===== src/rtl/rmau_pkg.sv =====
package rmau_pkg;
  localparam int REG_W = 3;
  localparam int NREG = 1 << REG_W;
  localparam logic [REG_W-1:0] CODE_MEM = 3'b110;
  localparam logic [REG_W-1:0] CODE_ACC = 3'b111;

  typedef enum logic [2:0] {
    ALU_ADD = 3'd0,
    ALU_ADC = 3'd1,
    ALU_SUB = 3'd2,
    ALU_SBC = 3'd3,
    ALU_AND = 3'd4,
    ALU_XOR = 3'd5,
    ALU_OR  = 3'd6,
    ALU_CMP = 3'd7
  } alu_op_e;

  typedef enum logic [1:0] {
    CLS_NONE = 2'd0,
    CLS_MOVE = 2'd1,
    CLS_ALU  = 2'd2,
    CLS_IND  = 2'd3
  } op_class_e;

  typedef struct packed {
    op_class_e       cls;
    logic [REG_W-1:0] dst;
    logic [REG_W-1:0] src;
    alu_op_e         alu;
  } dec_t;
endpackage


===== src/rtl/rmau_decode.sv =====
module rmau_decode
  import rmau_pkg::*;
(
  input  logic       valid,
  input  logic [7:0] opcode,
  output dec_t       dec
);
  logic [REG_W-1:0] fld_hi;
  logic [REG_W-1:0] fld_lo;

  assign fld_hi = opcode[5:3];
  assign fld_lo = opcode[2:0];

  always_comb begin
    dec.cls = CLS_NONE;
    dec.dst = fld_hi;
    dec.src = fld_lo;
    dec.alu = alu_op_e'(fld_hi);
    if (valid) begin
      case (opcode[7:6])
        2'b01: begin
          if ((fld_hi == CODE_MEM) || (fld_lo == CODE_MEM)) dec.cls = CLS_IND;
          else                                              dec.cls = CLS_MOVE;
        end
        2'b10: begin
          dec.dst = CODE_ACC;
          if (fld_lo == CODE_MEM) dec.cls = CLS_IND;
          else                    dec.cls = CLS_ALU;
        end
        default: dec.cls = CLS_NONE;
      endcase
    end
  end
endmodule


===== src/rtl/rmau_alu.sv =====
module rmau_alu
  import rmau_pkg::*;
#(
  parameter int DATA_W = 8
) (
  input  logic [DATA_W-1:0] a,
  input  logic [DATA_W-1:0] b,
  input  logic              cin,
  input  alu_op_e           op,
  output logic [DATA_W-1:0] res,
  output logic              carry,
  output logic              zero,
  output logic              wr_acc
);
  localparam int EXT_W = DATA_W + 1;

  logic [EXT_W-1:0] ax;
  logic [EXT_W-1:0] bx;
  logic [EXT_W-1:0] cx;
  logic [EXT_W-1:0] ext;

  assign ax = {1'b0, a};
  assign bx = {1'b0, b};
  assign cx = {{DATA_W{1'b0}}, cin};

  always_comb begin
    case (op)
      ALU_ADD: ext = ax + bx;
      ALU_ADC: ext = ax + bx + cx;
      ALU_SUB: ext = ax - bx;
      ALU_SBC: ext = ax - bx - cx;
      ALU_AND: ext = {1'b0, a & b};
      ALU_XOR: ext = {1'b0, a ^ b};
      ALU_OR:  ext = {1'b0, a | b};
      default: ext = ax - bx;
    endcase
  end

  assign res    = ext[DATA_W-1:0];
  assign carry  = ext[DATA_W];
  assign zero   = (res == '0);
  assign wr_acc = (op != ALU_CMP);
endmodule


===== src/rtl/rmau_regfile.sv =====
module rmau_regfile
  import rmau_pkg::*;
#(
  parameter int DATA_W = 8
) (
  input  logic              clk,
  input  logic              rst_n,
  input  logic              we,
  input  logic [REG_W-1:0]  waddr,
  input  logic [DATA_W-1:0] wdata,
  input  logic [REG_W-1:0]  src_addr,
  input  logic [REG_W-1:0]  dbg_addr,
  output logic [DATA_W-1:0] src_data,
  output logic [DATA_W-1:0] acc_data,
  output logic [DATA_W-1:0] dbg_data
);
  logic [DATA_W-1:0] store_q [NREG];
  logic [DATA_W-1:0] store_d [NREG];

  always_comb begin
    for (int i = 0; i < NREG; i++) begin
      store_d[i] = store_q[i];
      if (REG_W'(i) == CODE_MEM) store_d[i] = '0;
      else if (we && (waddr == REG_W'(i))) store_d[i] = wdata;
    end
  end

  always_ff @(posedge clk or negedge rst_n) begin
    if (!rst_n) begin
      for (int i = 0; i < NREG; i++) store_q[i] <= '0;
    end else begin
      for (int i = 0; i < NREG; i++) store_q[i] <= store_d[i];
    end
  end

  assign src_data = store_q[src_addr];
  assign acc_data = store_q[CODE_ACC];
  assign dbg_data = store_q[dbg_addr];
endmodule


===== src/rtl/rmau_top.sv =====
module rmau_top
  import rmau_pkg::*;
#(
  parameter int DATA_W = 8
) (
  input  logic              clk,
  input  logic              rst_n,
  input  logic              op_valid,
  input  logic [7:0]        opcode,
  input  logic [2:0]        dbg_sel,
  input  logic              dbg_we,
  input  logic [DATA_W-1:0] dbg_wdata,
  output logic [DATA_W-1:0] dbg_rdata,
  output logic              carry_flag,
  output logic              zero_flag,
  output logic              indirect_req
);
  dec_t              dec;
  logic [DATA_W-1:0] src_val;
  logic [DATA_W-1:0] acc_val;
  logic [DATA_W-1:0] alu_res;
  logic              alu_c;
  logic              alu_z;
  logic              alu_wr;

  logic              rf_we;
  logic [REG_W-1:0]  rf_waddr;
  logic [DATA_W-1:0] rf_wdata;

  logic              carry_d;
  logic              zero_d;
  logic              ind_d;

  rmau_decode u_dec (
    .valid  (op_valid),
    .opcode (opcode),
    .dec    (dec)
  );

  rmau_regfile #(.DATA_W(DATA_W)) u_rf (
    .clk      (clk),
    .rst_n    (rst_n),
    .we       (rf_we),
    .waddr    (rf_waddr),
    .wdata    (rf_wdata),
    .src_addr (dec.src),
    .dbg_addr (dbg_sel),
    .src_data (src_val),
    .acc_data (acc_val),
    .dbg_data (dbg_rdata)
  );

  rmau_alu #(.DATA_W(DATA_W)) u_alu (
    .a      (acc_val),
    .b      (src_val),
    .cin    (carry_flag),
    .op     (dec.alu),
    .res    (alu_res),
    .carry  (alu_c),
    .zero   (alu_z),
    .wr_acc (alu_wr)
  );

  always_comb begin
    rf_we    = 1'b0;
    rf_waddr = dec.dst;
    rf_wdata = src_val;
    carry_d  = carry_flag;
    zero_d   = zero_flag;
    ind_d    = 1'b0;
    case (dec.cls)
      CLS_MOVE: rf_we = 1'b1;
      CLS_ALU: begin
        rf_we    = alu_wr;
        rf_waddr = CODE_ACC;
        rf_wdata = alu_res;
        carry_d  = alu_c;
        zero_d   = alu_z;
      end
      CLS_IND: ind_d = 1'b1;
      default: begin
        if (!op_valid && dbg_we && (dbg_sel != CODE_MEM)) begin
          rf_we    = 1'b1;
          rf_waddr = dbg_sel;
          rf_wdata = dbg_wdata;
        end
      end
    endcase
  end

  always_ff @(posedge clk or negedge rst_n) begin
    if (!rst_n) begin
      carry_flag   <= 1'b0;
      zero_flag    <= 1'b0;
      indirect_req <= 1'b0;
    end else begin
      carry_flag   <= carry_d;
      zero_flag    <= zero_d;
      indirect_req <= ind_d;
    end
  end
endmodule


===== config.mk =====
export PLATFORM = sky130hd
export DESIGN_NAME = rmau_top
export DESIGN_NICKNAME = d
export VERILOG_FILES = /design/src/rtl/rmau_pkg.sv /design/src/rtl/rmau_decode.sv /design/src/rtl/rmau_alu.sv /design/src/rtl/rmau_regfile.sv /design/src/rtl/rmau_top.sv
export SDC_FILE = /design/constraint.sdc
export NUM_CORES = 1
export LEC_CHECK = 0
export BUFFER_PORTS_ARGS = -buffer_cell sky130_fd_sc_hd__buf_2
export CAP_MARGIN = 40
export CORE_ASPECT_RATIO = 0.8
export CORE_MARGIN = 1.5
export CORE_UTILIZATION = 58
export CTS_BUF_LIST = sky130_fd_sc_hd__clkbuf_4 sky130_fd_sc_hd__clkbuf_8 sky130_fd_sc_hd__clkbuf_16
export CTS_CLUSTER_DIAMETER = 100
export CTS_CLUSTER_SIZE = 40
export DETAILED_ROUTE_END_ITERATION = 6
export GPL_TIMING_DRIVEN = 0
export PLACE_DENSITY = 0.77
export SLEW_MARGIN = 10
export SYNTH_ARGS = -nofsm -noshare
export SYNTH_HDL_FRONTEND = slang
export SYNTH_SLANG_ARGS = --single-unit

===== constraint.sdc =====
create_clock -name clk -period 9.7 [get_ports clk]
set_input_delay 1.455 -clock clk [delete_from_list [all_inputs] [get_ports clk]]
set_output_delay 1.455 -clock clk [all_outputs]
set_load 0.01 [all_outputs]

==> run_results.csv <==
group,metric,value,unit
run_status,run_status,"complete, no violations",
die,die_area,0.00986,mm2
clock_network,cts-hold-fix-buffers,0,
die,floorplan.die.width,111,um
power_and_ir_drop,power_per_cell_area,304,mW/mm2
logic_synthesis,synth_compound_area_frac,0.217,
die,num_io_pins,34,
setup_path,critPathLaunch,"opcode[1]",
sta,maxSlewViolCount,0,
logic_synthesis,synth_top_area_share,0.275,
sta,slew_headroom,0.480,
die,placeableCoreArea,0.00904,mm2
layout,n_antenna_cell,0,
layout,postLayoutCoreUtil,0.659,
place,detailed_place_hpwl,11.9,mm
route,detail_route.iter0.violations,494,
logic_synthesis,number_of_synthesized_flops_with_an_enable_pin,0,
grt,number_of_global_route_vias_before_repair,4860,
setup_path,cp_data_required_time,9970,ps
clock_network,clk-insertion-delay-late,330,ps
sta,timing.setup.tns,0,ps
setup_path,critical_path_class,"in -> reg",
logic_synthesis,synth_adder_area_share,0.0792,
layout,area_delta_synth_final,10.8,%
setup_path,r2r_slack,5090,ps
layout,final_cell_mix,"dfrtp_1, nor2_1, mux2_2, nand2_1, buf_2",
setup_path,setup.worst_path.start_class,"input port",
power_and_ir_drop,irDropWorstVdd,0.000152,V
die,die_height,89.1,um
route,drt-wirelength-per-cell,21.0,um
clock_network,cts.root.buffer_cell,"clkbuf_16",
grt,grt_pass1_wl,24.9,mm
logic_synthesis,mappedNetlistNets,647,
sta,clock-skew-final,4.94,ps
setup_path,worst_r2r_startpoint,"u_rf.store_q[33]$_DFFE_PN0P_",
sta,final.min_clock_period,6050,ps
logic_synthesis,ys_seq_area_frac,0.275,
route,wirelength,15.7,mm
sta,worstMarginPinSlew,772,ps
grt,global_route.overflow_total,0,
grt,antenna_violations_before_repair,0,
route,dr_total_vias,5050,
clock_network,cts_bufs_inserted,9,
setup_path,worst_setup_path_end_kind,"flip-flop",
setup_path,biggest_fanout_along_the_worst_timing_path,10,
route,wl_met3,1.51,mm
route,first_pass_iteration_count_of_the_detailed_router,6,
setup_path,crit_end,"zero_flag$_DFFE_PN0P_",
route,via_per_inst,6.72,
layout,layout_commonest_cell,"dfrtp_1",
layout,final_layout_size_suffix_gt1_frac,0.244,
logic_synthesis,yosys-top-cells-area,"dfrtp_1, mux2_2, ha_1, mux4_2, nor2_1",
logic_synthesis,yosys.area_share.xor_xnor,0.0228,
logic_synthesis,synth_async_sr_flop_share,1.00,
setup_path,worst_ep_arrival_time,6320,ps
logic_synthesis,ys_warn_count,0,
die,std_cell_rows,31,
place,routabilityCongestion,1.01,
route,met2_wirelength,7.00,mm
clock_network,tritoncts_clock_tree,"yes",
clock_network,cts_resized,0,
layout,final_nets,686,
logic_synthesis,synth_top_family_by_area,"compound AO/OA/AOI/OAI gates",
clock_network,cts_buffer_depth,2,
logic_synthesis,syn_avg_cell_area,9.08,um2
logic_synthesis,synth_area,0.00537,mm2
place,port_buffers,27,
job,max-cap-violations,0,
sta,final-setup-viol-count,0,
route,m1_wire_length,6.92,mm
logic_synthesis,synthDistinctLibCells,79,
logic_synthesis,yosys.area_share.simple,0.178,
sta,timing.fmax,0.165,GHz
sta,rsz0062_at_grt,"no",
grt,grt_max_degree,60,
clock_network,htree_num_levels,3,
setup_path,rr_worst_depth,12,
die,starting_density_of_the_core,0.595,
setup_path,worstReg2RegEnd,"zero_flag$_DFFE_PN0P_",
logic_synthesis,postSynth.topFlopCell,"dfrtp_1",
route,top_layer_used,"met4",
clock_network,cts.repair_timing.setup_buffer_count,0,
logic_synthesis,post-synth-top-area-cell,"dfrtp_1",
clock_network,cts_sinks,59,
logic_synthesis,proportion_of_synthesized_area_in_mux_cells,0.174,
sta,report.final.hold_viol_count,0,
layout,layout.filler_cells,733,
power_and_ir_drop,leakage,2.58,nW
logic_synthesis,yosys_reg_bits,59,
route,drtAntennaViolNets,0,
sta,layout_worst_path_cycle_share,0.624,
worst_hold_path,hold_path_class,"reg -> reg",
logic_synthesis,synthCells,592,
route,drc,0,
clock_network,cts.reportedPaths.clkPinSlew,50,ps
grt,globalRouteTotalUtil,0.326,
## layer usage
layer,up-vias,track usage
li1,2278,-
met1,2482,0.449
met2,251,0.513
met3,39,0.0847
met4,0,0.0991
met5,-,0
## synth_stat cells (7+ instances only)
master,instances
xnor2_1,10
clkbuf_1,20
a21oi_1,33
nand2b_1,8
inv_1,29
mux2_2,49
ha_1,30
nor3_1,11
a22oi_1,19
o21ai_0,37
nor3b_1,8
nor2_1,55
mux4_2,16
nand2_1,49
o21a_1,7
dfrtp_1,59
a31oi_1,9
buf_2,15
nand3_1,8
## stage by stage
step | hold WS, ps | setup slack, ps | instances | power, mW | instance area (um2)
CTS | 502 | 3800 | 751 | 1.78 | 5950
finish | 505 | 3650 | 751 | 1.81 | 5950
detailed placement | 492 | 3460 | 735 | 1.47 | 5670
global route | 523 | 3360 | 751 | 1.93 | 5950
global placement | 478 | 3590 | 734 | 1.43 | 5650
floorplan | 461 | 4480 | 592 | 1.23 | 5370
## cells by family (layout without fill, tap and decap cells)
group,after synthesis,in the layout
simple gates,184,184
compound gates,166,166
buf+inv,69,113
mux,67,67
flops,59,59
fa+ha+maj,33,33
xor+xnor,14,14
## worst min-delay path by stage
stage | start | end | cells after the start
2_1_floorplan | u_rf.store_q[37]$_DFFE_PN0P_ | u_rf.store_q[37]$_DFFE_PN0P_ | 2
3_3_place_gp | u_rf.store_q[55]$_DFFE_PN0P_ | u_rf.store_q[55]$_DFFE_PN0P_ | 2
3_5_place_dp | u_rf.store_q[37]$_DFFE_PN0P_ | u_rf.store_q[37]$_DFFE_PN0P_ | 2
4_1_cts | u_rf.store_q[37]$_DFFE_PN0P_ | u_rf.store_q[37]$_DFFE_PN0P_ | 2
5_1_grt | u_rf.store_q[38]$_DFFE_PN0P_ | u_rf.store_q[38]$_DFFE_PN0P_ | 2
6_report | u_rf.store_q[21]$_DFFE_PN0P_ | u_rf.store_q[21]$_DFFE_PN0P_ | 2
## final cells by class
| cell class | instances | area (um2) | share of cell area |
|---|---|---|---|
| repair buffers | 28 | 149 | 0.0250 |
| clock inverters | 2 | 10.0 | 0.00168 |
| multi-input cells | 464 | 3610 | 0.607 |
| plain buffers | 40 | 176 | 0.0296 |
| well taps | 115 | 144 | 0.0242 |
| clock buffers | 14 | 275 | 0.0462 |
| inverters | 29 | 109 | 0.0183 |
| flip-flops and latches | 59 | 1480 | 0.248 |
## registers in the layout (all words and copies together) (netlist names)
register,flops
zero_flag,1
carry_flag,1
indirect_req,1
u_rf.acc_data,8
u_rf.store_q,48
## report_power, final
part	internal [mW]	switching, mW	total (mW)
Sequential	0.348	0.0936	0.442
Combinational	0.472	0.599	1.07
Clock	0.194	0.106	0.300
Total	1.01	0.798	1.81
## critical path, stage by stage
cell and delay, ps:
clkbuf_1 430, buf_2 390, mux4_2 340, o21ai_0 630
inv_1 180, fa_1 520, nor2b_1 200, o31a_2 340
a2111oi_2 430, a2111oi_1 170, a311oi_1 440, a211oi_2 190
nor4bb_1 410, a22o_1 180
(Power assumes the default switching activity.)
